==> src/rtl/ecc_hamming_pkg.sv <==
package ecc_hamming_pkg;

  typedef enum logic [1:0] {
    ST_IDLE   = 2'd0,
    ST_CALC   = 2'd1,
    ST_RESULT = 2'd2
  } ecc_state_e;

  localparam logic [7:0] MODE_CLEAR  = 8'hF4;
  localparam logic [7:0] MODE_ACCUM  = 8'hB4;
  localparam logic [7:0] MODE_RESULT = 8'hD4;
  localparam logic [7:0] MODE_DATA   = 8'h94;

  localparam int unsigned CP_W = 6;

  // Column-group contributions of a single byte, CP5 in bit 5.
  function automatic logic [CP_W-1:0] col_terms(input logic [7:0] b);
    logic [CP_W-1:0] c;
    c[0] = b[0] ^ b[2] ^ b[4] ^ b[6];
    c[1] = b[1] ^ b[3] ^ b[5] ^ b[7];
    c[2] = b[0] ^ b[1] ^ b[4] ^ b[5];
    c[3] = b[2] ^ b[3] ^ b[6] ^ b[7];
    c[4] = ^b[3:0];
    c[5] = ^b[7:4];
    return c;
  endfunction

  // Column-parity byte as reported: six parity bits above two ones.
  function automatic logic [7:0] cp_byte(input logic [CP_W-1:0] cp);
    return {cp, 2'b11};
  endfunction

endpackage

==> src/rtl/ecc_mode_ctrl.sv <==
module ecc_mode_ctrl
  import ecc_hamming_pkg::*;
#(
  parameter int unsigned HALF_BYTES = 256,
  parameter int unsigned NUM_HALVES = 2,
  localparam int unsigned PAGE_BYTES = HALF_BYTES * NUM_HALVES,
  localparam int unsigned CNT_W = $clog2(PAGE_BYTES + 1),
  localparam int unsigned IDX_W = $clog2(HALF_BYTES),
  localparam int unsigned HSEL_W = (NUM_HALVES > 1) ? $clog2(NUM_HALVES) : 1
) (
  input  logic              clk,
  input  logic              rst_n,
  input  logic              mode_we,
  input  logic [7:0]        mode_in,
  input  logic              xfer_valid,
  input  logic              rd_req,
  output ecc_state_e        state,
  output logic              clr,
  output logic              byte_take,
  output logic              page_full,
  output logic [IDX_W-1:0]  byte_idx,
  output logic [HSEL_W-1:0] half_sel,
  output logic [1:0]        word_sel
);

  logic [CNT_W-1:0] cnt_q;
  ecc_state_e       state_q;
  logic [1:0]       word_q;

  assign clr       = mode_we && (mode_in == MODE_CLEAR);
  assign page_full = (cnt_q == CNT_W'(PAGE_BYTES));
  assign byte_take = (state_q == ST_CALC) && xfer_valid && !page_full;
  assign byte_idx  = cnt_q[IDX_W-1:0];
  assign half_sel  = HSEL_W'(cnt_q >> IDX_W);
  assign state     = state_q;
  assign word_sel  = word_q;

  always_ff @(posedge clk or negedge rst_n) begin
    if (!rst_n) begin
      state_q <= ST_IDLE;
    end else if (mode_we) begin
      case (mode_in)
        MODE_ACCUM:  state_q <= ST_CALC;
        MODE_RESULT: state_q <= ST_RESULT;
        default:     state_q <= ST_IDLE;
      endcase
    end
  end

  always_ff @(posedge clk or negedge rst_n) begin
    if (!rst_n) begin
      cnt_q <= '0;
    end else if (clr) begin
      cnt_q <= '0;
    end else if (byte_take) begin
      cnt_q <= cnt_q + 1'b1;
    end
  end

  always_ff @(posedge clk or negedge rst_n) begin
    if (!rst_n) begin
      word_q <= 2'd0;
    end else if (mode_we) begin
      word_q <= 2'd0;
    end else if ((state_q == ST_RESULT) && rd_req) begin
      word_q <= (word_q == 2'd2) ? 2'd0 : word_q + 2'd1;
    end
  end

endmodule

==> src/rtl/ecc_half_engine.sv <==
module ecc_half_engine
  import ecc_hamming_pkg::*;
#(
  parameter int unsigned IDX_W = 8,
  localparam int unsigned LP_W = 2 * IDX_W
) (
  input  logic             clk,
  input  logic             rst_n,
  input  logic             clr,
  input  logic             fire,
  input  logic [IDX_W-1:0] idx,
  input  logic [7:0]       data,
  output logic [LP_W-1:0]  lp_n,
  output logic [CP_W-1:0]  cp_n
);

  logic [LP_W-1:0] lp_q;
  logic [CP_W-1:0] cp_q;
  logic [LP_W-1:0] lp_term;
  logic            par;

  assign par = ^data;

  for (genvar k = 0; k < IDX_W; k++) begin : g_line
    assign lp_term[2*k+1] = par &  idx[k];
    assign lp_term[2*k]   = par & ~idx[k];
  end

  always_ff @(posedge clk or negedge rst_n) begin
    if (!rst_n) begin
      lp_q <= '0;
      cp_q <= '0;
    end else if (clr) begin
      lp_q <= '0;
      cp_q <= '0;
    end else if (fire) begin
      lp_q <= lp_q ^ lp_term;
      cp_q <= cp_q ^ col_terms(data);
    end
  end

  assign lp_n = ~lp_q;
  assign cp_n = ~cp_q;

endmodule

==> src/rtl/ecc_result_mux.sv <==
module ecc_result_mux
  import ecc_hamming_pkg::*;
#(
  parameter int unsigned IDX_W = 8,
  localparam int unsigned LP_W = 2 * IDX_W
) (
  input  logic [LP_W-1:0] lp0,
  input  logic [CP_W-1:0] cp0,
  input  logic [LP_W-1:0] lp1,
  input  logic [CP_W-1:0] cp1,
  input  logic [1:0]      sel,
  output logic [15:0]     word
);

  logic [15:0] w0, w1, w2;

  assign w0 = 16'(lp0);
  assign w1 = 16'({lp1[IDX_W-1:0], cp_byte(cp0)});
  assign w2 = 16'({cp_byte(cp1), lp1[LP_W-1:IDX_W]});

  always_comb begin
    case (sel)
      2'd1:    word = w1;
      2'd2:    word = w2;
      default: word = w0;
    endcase
  end

endmodule

==> src/rtl/ecc_dual_hamming.sv <==
module ecc_dual_hamming
  import ecc_hamming_pkg::*;
#(
  parameter int unsigned HALF_BYTES = 256
) (
  input  logic        clk,
  input  logic        rst_n,
  input  logic        mode_we,
  input  logic [7:0]  mode_in,
  input  logic        xfer_valid,
  input  logic [7:0]  xfer_byte,
  input  logic        rd_req,
  output logic [15:0] rd_data
);

  localparam int unsigned NUM_HALVES = 2;
  localparam int unsigned IDX_W = $clog2(HALF_BYTES);
  localparam int unsigned LP_W = 2 * IDX_W;

  ecc_state_e       state;
  logic             clr;
  logic             byte_take;
  logic             page_full;
  logic [IDX_W-1:0] byte_idx;
  logic [0:0]       half_sel;
  logic [1:0]       word_sel;
  logic [NUM_HALVES-1:0] fire;
  logic [LP_W-1:0]  lp_n [NUM_HALVES];
  logic [CP_W-1:0]  cp_n [NUM_HALVES];

  ecc_mode_ctrl #(
    .HALF_BYTES(HALF_BYTES),
    .NUM_HALVES(NUM_HALVES)
  ) u_ctrl (
    .clk(clk),
    .rst_n(rst_n),
    .mode_we(mode_we),
    .mode_in(mode_in),
    .xfer_valid(xfer_valid),
    .rd_req(rd_req),
    .state(state),
    .clr(clr),
    .byte_take(byte_take),
    .page_full(page_full),
    .byte_idx(byte_idx),
    .half_sel(half_sel),
    .word_sel(word_sel)
  );

  for (genvar h = 0; h < NUM_HALVES; h++) begin : g_half
    assign fire[h] = byte_take && (half_sel == 1'(h));
    ecc_half_engine #(.IDX_W(IDX_W)) u_eng (
      .clk(clk),
      .rst_n(rst_n),
      .clr(clr),
      .fire(fire[h]),
      .idx(byte_idx),
      .data(xfer_byte),
      .lp_n(lp_n[h]),
      .cp_n(cp_n[h])
    );
  end

  ecc_result_mux #(.IDX_W(IDX_W)) u_mux (
    .lp0(lp_n[0]),
    .cp0(cp_n[0]),
    .lp1(lp_n[1]),
    .cp1(cp_n[1]),
    .sel(word_sel),
    .word(rd_data)
  );

endmodule

==> config.mk <==
export PLATFORM = sky130hd
export DESIGN_NAME = ecc_dual_hamming
export DESIGN_NICKNAME = d
export VERILOG_FILES = /design/src/rtl/ecc_hamming_pkg.sv /design/src/rtl/ecc_mode_ctrl.sv /design/src/rtl/ecc_half_engine.sv /design/src/rtl/ecc_result_mux.sv /design/src/rtl/ecc_dual_hamming.sv
export SDC_FILE = /design/constraint.sdc
export NUM_CORES = 1
export LEC_CHECK = 0
export BUFFER_PORTS_ARGS = -buffer_cell sky130_fd_sc_hd__buf_2
export CORE_MARGIN = 1.5
export CORE_UTILIZATION = 53
export CTS_CLUSTER_SIZE = 12
export DETAILED_ROUTE_END_ITERATION = 7
export PLACE_DENSITY = 0.76
export SLEW_MARGIN = 20
export SYNTH_ARGS = -nofsm -noshare
export SYNTH_HDL_FRONTEND = slang
export SYNTH_SLANG_ARGS = --single-unit
==> constraint.sdc <==
create_clock -name clk -period 2 [get_ports clk]
set_input_delay 0.1 -clock clk [delete_from_list [all_inputs] [get_ports clk]]
set_output_delay 0.1 -clock clk [all_outputs]
set_load 0.05 [all_outputs]
Yosys cells after proc, flatten, opt, wreduce, memory -nomap -nowiden
Cells that the tools add are included.

Bitwise logic cells: 45. Add/subtract/negate cells: 2. Reduce and logical (&&, ||, !) cells: 14. Multiplexer cells: 15. Equality and inequality tests: 8.

Operators by type and width (count): 16-bit two-way mux (4); 16-bit inverter (2); 16-bit one-hot mux with 2 select lines (1); 16-bit XOR (2); 8-bit == test, second input constant (3); 6-bit two-way mux (4); 10-bit two-way mux (2); 1-bit AND (16); 6-bit inverter (2); 1-bit XOR (12); 6-bit XOR (2); 10-bit by 1-bit adder with 10-bit output, second input constant (1); 10-bit == test, second input constant (1); 1-bit inverter (9); 2-bit nonzero test (4); 4-bit XOR reduction (2); 8-bit XOR reduction (1); 1-bit logical AND (6); 2-bit two-way mux (3); 2-bit by 1-bit == test with 1-bit output, second input constant (2); 2-bit == test, second input constant (2); 2-bit one-hot mux with 2 select lines (1); 2-bit by 1-bit adder with 2-bit output, second input constant (1); 1-bit logical NOT (1).

Input port bits: 21. Bits in registers: 58. Output and inout port bits: 16.

Logic depth before layout (Yosys ltp)
Gate-level depths: netlist of the first run.

Depth in word-level cells: 6. Mapped depth: 9. Depth with buffers taken out: 7.

Modules after synthesis
From an unflattened synthesis of the first run, not the netlist that was laid out.

Cell total of the unflattened synthesis: 444. Area total of the unflattened synthesis: 3867.5 µm².

By module, submodules not included: ecc_half_engine (cells an instance 148, times used 2, area each 1322.5 µm²); ecc_mode_ctrl (cells an instance 87, times used 1, area each 857.1 µm²); ecc_result_mux (cells an instance 59, times used 1, area each 349.1 µm²); ecc_dual_hamming (cells an instance 2, times used 1, area each 16.3 µm²).

Worst setup path after synthesis of the first run
OpenSTA, ideal clock, no wires.

Kind: reg2out. Start point: reg u_ctrl.word_q[1], in the netlist u_ctrl.word_sel[1]. End point: out rd_data[10]. Path buffers: 2. Data required time: 1.900 ns. Setup slack: -0.096 ns. Cell stages (with the launch flop): 7. Data arrival time: 1.996 ns. Cell sequence: dfrtp_1 -> inv_1 -> ha_1 -> clkbuf_1 -> clkbuf_1 -> a221oi_1 -> a21oi_1.

Cells in the longest elaborated chain, start to end: 2. Elaborated cells between the ends (all ways): 3.

RTL lines: start, declared (line ecc_mode_ctrl.sv:28) `logic [1:0] word_q;`; start signal, assigned (line ecc_mode_ctrl.sv:66) `word_q <= (word_q == 2'd2) ? 2'd0 : word_q + 2'd1;`; 2-bit == test / 2-bit by 1-bit == test with 1-bit output (equally long branches) (line ecc_result_mux.sv:22) `case (sel)`; 16-bit one-hot mux with 2 select lines * (line ecc_result_mux.sv:22); end, declared (line ecc_dual_hamming.sv:13) `output logic [15:0] rd_data`.

Every way passes the cells marked *; elsewhere a longest branch is shown, timed or not.

Worst setup path in the final report of the first run
Start point: reg u_ctrl.word_q[0], in the netlist u_ctrl.word_sel[0]. End point: out rd_data[13].

Same word-level chain as after synthesis.

==> flow_summary.toml, run 1 <==
[yosys]
synth_mux_area_frac = 0.00946
syn_area_um2 = 3310
synthTopCellsByArea = "dfrtp_1 44%, a21oi_1 8.8%, xnor2_1 5.0%"
yosys.area.top_type = "dfrtp_1"
synth-xor-area-share = 0.0715
synth_ff_type = "dfrtp_1"
synthArstFlopShare = 1.00
yosysTopAreaCellShare = 0.439
ys_ff_latch = 58
syn_nets = 412
synth-seq-area-share = 0.439
synth_edf_count = 0
syn_area_per_cell_um2 = 8.59
synth-adder-area-share = 0.0227
synth-simple-area-share = 0.176
syn_inst = 385
synth_top_family_by_area = "compound AO/OA/AOI/OAI gates"
ys_types = 29
yosysWarnings = 0
synth-compound-area-share = 0.205

[routing]
wire_per_inst_um = 16.9
met3WireLength_um = 572
drcViolationCount = 0
vias = 3011
drt_iter0_markers = 215
wl_um = 8530
first_pass_iters = 4
maxUsedRoutingLayer = "met4"
met2_wirelength_um = 4220
ant_nets = 0
wl_met1_um = 3620
viasPerCell = 5.96

[place]
dpl_cell_area_um2 = 3720
dp_hpwl_um = 5320
io_buffers = 36
place_congestion = 0.844
preCtsSetupSlack_ps = 83.9

[final_layout]
n_fill_cell = 488
stdcell_area_um2 = 4110
fin_nets = 452
antennaDiodeCount = 0
drive_gt1_frac = 0.240
syn2layout_area_growth_pct = 24.2
post-route-util = 0.686

[sta]
worstMarginPinSlew_ps = 557
timing.final.ws_setup_ps = 73.0
max_freq_ghz = 0.519
timing.final.crit_share = 0.964
setup-violations-final = 0
hold_slack_ps = 86.7
report.final.slew_viol_count = 0
fin_tns_setup_ps = 0
hold_viol_final = 0
worst_slew_margin_rel = 0.628
period_needed_ps = 1930
skew_ps = 9.46

[worst_setup_path]
regToRegStartpoint = "u_ctrl.cnt_q[8]$_DFFE_PN0P_"
critPathArrivalTime_ps = 1830
start_kind = "flip-flop"
cp_max_fo = 16
r2r_setup_slack_ps = 100
crit_type = "flip-flop to primary output"
end_kind = "primary output"
crit_required_ps = 1900
rr_worst_depth = 5
r2r_end = "g_half[0].u_eng.lp_q[1]$_DFFE_PN0P_"

[floorplan]
dieArea_um2 = 6720
fp.dieH_um = 82.0
io_pins = 37
row_count = 28
start_util = 0.552
core_area_um2 = 5990
chipWidth_um = 82.0

[min_path]
worstHoldEndpoint = "u_ctrl.state[0]$_DFFE_PN0P_"
hold-path-cell-count = 3
min_from = "mode_in[5]"
hold_path_class = "input pin to flip-flop"

[clock_tree]
clkLatencyLatePin_ps = 340
cts_buffer_depth = 2
cts_tree = "built"
root_buffer = "clkbuf_8"
cts.clk_slew.worst_paths_ps = 70
htreeDepth = 3
cts_inserted_buffers = 9
clock-sinks = 58

[global_routing]
antenna_found_initial = 0
track_usage = 0.274
grt_max_degree = 65
grt_pass1_wl_um = 13700
grt_pass1_vias = 2872
grt_overflow = 0

[outcome]
outcome = "finished, final reports clean"

[power]
p_leak_uw = 0.00176
powerDensity_nw_per_um2 = 703
peakVddDrop_uv = 498

[run]
cap_violations = 0
flip-flops by register name, summed over array words and instances (netlist names):
name / cells
g_half.u_eng.lp_q: 32
g_half.u_eng.cp_q: 12
u_ctrl.cnt_q: 10
u_ctrl.state: 2
u_ctrl.word_sel: 2
placed cells by master, fill, tap and decap left out, types with 17 or more instances in the layout:
cell / synthesis / layout
nor2_1: 17 / 17
nand2_1: 33 / 33
inv_1: 37 / 34
buf_4: 1 / 25
or3_1: 25 / 25
a21oi_1: 58 / 45
xnor2_1: 19 / 18
dfrtp_1: 58 / 57
o21ai_0: 24 / 24
buf_2: 3 / 21
kinds of logic (layout without fill, tap and decap cells):
group / count (synthesis) / after routing
AO/OA/AOI/OAI: 115 / 115
AND/OR/NAND/NOR: 110 / 110
buffers and inverters: 66 / 111
flip-flops: 58 / 58
XOR/XNOR: 27 / 27
adder cells (fa/ha/maj): 6 / 6
multiplexers: 3 / 3
worst max-delay path, stage by stage, from the launching register on:
cell and delay [ps]:
dfrtp_1 400, inv_2 90, ha_4 260, inv_2 60, buf_12 160, a221oi_1 270, a21oi_2 50, buf_4 200
area by class of cell:
cell class	count	area (µm²)	share of cell area
Tap cell	75	93.8	0.0228
Multi-Input combinational cell	261	1760	0.429
Sequential cell	58	1450	0.354
Clock buffer	11	131	0.0320
Clock inverter	5	55.1	0.0134
Inverter	37	139	0.0338
Timing Repair Buffer	58	474	0.115
cells in the mapped netlist (3+ instances only):
cell / count
or3_1: 25
and3_1: 3
nand2_1: 33
nand4_1: 5
a211oi_1: 4
o31ai_1: 14
xnor2_1: 19
clkbuf_1: 25
a21oi_1: 58
dfrtp_1: 58
xor2_1: 8
or4_1: 15
inv_1: 37
o21ai_0: 24
a221oi_1: 12
nor2_1: 17
ha_1: 6
nand3_1: 6
buf_2: 3
stage by stage:
stage,power [µW],std cells
finish,2890,505
global route,3030,505
CTS,2890,504
detailed placement,1840,485
floorplan,1630,385
global placement,1820,485
how the worst max path moves through the flow:
stage	startpoint	slack, ps	to
global placement	xfer_byte[3]	130	g_half[1].u_eng.lp_q[4]$_DFFE_PN0P_
floorplan	u_ctrl.word_sel[0]$_DFFE_PN0P_	-90	rd_data[1]
global route	u_ctrl.cnt_q[8]$_DFFE_PN0P_	-5	g_half[0].u_eng.lp_q[1]$_DFFE_PN0P_
CTS	u_ctrl.word_sel[1]$_DFFE_PN0P_	-0.4	rd_data[5]
finish	u_ctrl.word_sel[0]$_DFFE_PN0P_	70	rd_data[13]
detailed placement	xfer_byte[3]	80	g_half[1].u_eng.lp_q[14]$_DFFE_PN0P_
where the power goes:
part | internal (µW) | switching [µW]
sequential | 1250 | 56.1
clock | 571 | 468
combinational | 179 | 357
total | 2000 | 881
layer usage:
metal,vias to the layer above,track usage
li1,1438,-
met1,1457,0.364
met3,13,0.0678
met2,103,0.434
met5,-,0
met4,0,0.100
what timing repair did:
| item | 4_1_cts | 5_1_grt |
|---|---|---|
| hold buffers | 3 | 0 |
| endpoints found under the setup margin | 16 | 16 |
| gates resized for setup | 10 | 33 |
| cloned | 0 | 1 |
| hold endpoints to repair | 61 | 0 |
| setup buffers | 0 | 0 |
Note: power is estimated with default switching activity, not from simulation.
==> run 2: changes to the inputs <==
BUFFER_PORTS_ARGS = unset   (was -buffer_cell sky130_fd_sc_hd__buf_2)
CORE_MARGIN = 2   (was 1.5)
CORE_UTILIZATION = 57   (was 53)
DONT_BUFFER_PORTS = 1   (was unset)
PLACE_DENSITY = 0.75   (was 0.76)
==> flow_summary.toml, run 2 (synthesis gave the netlist of run 1 again) <==
[routing]
drcViolationCount = 0
drt_iter0_markers = 387
ant_nets = 0
wl_um = 8830
viasPerCell = 6.28
wire_per_inst_um = 18.1
first_pass_iters = 7
vias = 3056

[sta]
report.final.slew_viol_count = 0
setup-violations-final = 2
timing.final.ws_setup_ps = -3.67
worstMarginPinSlew_ps = 600
hold_slack_ps = 77.7
hold_viol_final = 0
max_freq_ghz = 0.499
timing.final.crit_share = 1.00
worst_slew_margin_rel = 0.599
skew_ps = 8.23
period_needed_ps = 2000
grt_setup_unrepaired = "true"

[min_path]
hold_path_class = "input pin to flip-flop"
min_from = "mode_in[5]"
worstHoldEndpoint = "u_ctrl.state[1]$_DFFE_PN0P_"
hold-path-cell-count = 2

[worst_setup_path]
regToRegStartpoint = "u_ctrl.cnt_q[4]$_DFFE_PN0P_"
crit_required_ps = 1900
crit_type = "flip-flop to primary output"
r2r_end = "g_half[0].u_eng.cp_q[0]$_DFFE_PN0P_"
cp_max_fo = 8
rr_worst_depth = 6
critPathArrivalTime_ps = 1900
start_kind = "flip-flop"
max_stage_delay_ps = 390
cp_slowest_cell = "dfrtp_1"
end_kind = "primary output"
r2r_setup_slack_ps = 100
crit_chain = "inv_1, ha_1, inv_2, clkbuf_16, a221oi_1, a21oi_2, buf_12"

[global_routing]
antenna_found_initial = 0
grt_max_degree = 65
grt_overflow = 0
grt_pass1_vias = 2892
track_usage = 0.278
grt_pass1_wl_um = 13700

[floorplan]
dieArea_um2 = 6430
fp.dieH_um = 80.2
io_pins = 37
start_util = 0.597
core_area_um2 = 5540
chipWidth_um = 80.2
row_count = 27

[final_layout]
top_register = "g_half.u_eng.lp_q"
top_regs = "g_half.u_eng.lp_q x32, g_half.u_eng.cp_q x12, u_ctrl.cnt_q x10"
instances_no_fill = 487
n_fill_cell = 385
final_common_cell = "dfrtp_1"
syn2layout_area_growth_pct = 26.6
multi_input_area_um2 = 1710
fin_nets = 438
final_cell_mix = "58 x dfrtp_1, 45 x a21oi_1, 36 x inv_1, 33 x nand2_1, 25 x or3_1"
register_area_um2 = 1450
antennaDiodeCount = 0
largest_reg_flops = 32
drive_gt1_frac = 0.188

[clock_tree]
clock-sinks = 58
cts_buffer_depth = 2
cts.clk_slew.worst_paths_ps = 60
cts_tree = "built"
clkLatencyLatePin_ps = 350
root_buffer = "clkbuf_8"
cts_inserted_buffers = 9
htreeDepth = 3

[place]
place_congestion = 0.834
dpl.cell_count = 462
dp_hpwl_um = 5200
io_buffers = 0

[run]
cap_violations = 0

[power]
peakVddDrop_uv = 578
p_leak_uw = 0.00180
powerDensity_nw_per_um2 = 688
total_power_uw = 2880

[outcome]
violations = "negative setup slack"
outcome = "complete, but fails checks"
[run 2: cell count changes in the layout (fill, tap and decap cells not counted), sizes merged]
cell / change
buf: -14
dlygate4sd3: +1
clkinvlp: -2
[run 2: layer usage]
layer | part of all wire | wire length, µm | GRT usage | vias up
met5 | 0 | 0 | 0 | -
met4 | 0.022 | 195 | 0.100 | 0
met3 | 0.068 | 599 | 0.0562 | 22
met2 | 0.49 | 4300 | 0.459 | 138
met1 | 0.42 | 3730 | 0.364 | 1490
li1 | - | - | - | 1406
[run 2: through the flow]
step | instance area (µm²) | setup TNS [ps] | setup WS [ps] | util
finish | 4190 | -6.55 | -3.67 | 0.756
global route | 4190 | -482 | -63.3 | 0.756
CTS | 4080 | 0 | 4.35 | 0.736
detailed placement | 3810 | 0 | 136 | 0.688
global placement | 3810 | 0 | 218 | 0.688
floorplan | 3360 | -172 | -86.1 | -
[run 2: worst max path at each step]
stage	start	endpoint	slack [ps]	depth (start not counted)
floorplan	u_ctrl.word_sel[0]$_DFFE_PN0P_	rd_data[1]	-90	6
global placement	u_ctrl.cnt_q[4]$_DFFE_PN0P_	u_ctrl.cnt_q[6]$_DFFE_PN0P_	220	6
finish	u_ctrl.word_sel[0]$_DFFE_PN0P_	rd_data[6]	-4	7
detailed placement	u_ctrl.cnt_q[8]$_DFFE_PN0P_	g_half[0].u_eng.lp_q[5]$_DFFE_PN0P_	140	5
global route	u_ctrl.word_sel[0]$_DFFE_PN0P_	rd_data[7]	-60	7
CTS	u_ctrl.word_sel[0]$_DFFE_PN0P_	rd_data[2]	4	7
[run 2: final cells by class]
type,instances,share of cell area
multi-input cells,261,0.409
well taps,72,0.0215
repair buffers,44,0.145
flip-flops and latches,58,0.347
clock inverters,3,0.00956
clock buffers,12,0.0347
inverters,37,0.0332
[run 2: where the power goes]
part           leakage (µW)  switching (µW)  total [µW]  internal [µW]
combinational      0.000929             335         507            172
clock             0.0000962             466        1060            599
sequential         0.000775            53.8        1310           1250
[run 2: what timing repair did]
| action | 4_1_cts | 5_1_grt |
|---|---|---|
| endpoints found under the setup margin | 3 | 17 |
| buffers inserted | 0 | 3 |
| resized for setup | 3 | 6 |
| hold buffers | 5 | 0 |
| hold endpoints to repair | 62 | 0 |
| cloned | 0 | 2 |
[run 2: critical path, delay by kind of cell (launching register included)]
kind	cells	cell delay, ps
adder cells (fa/ha/maj)	1	290
flip-flops	1	390
AO/OA/AOI/OAI	2	370
buffers and inverters	4	500
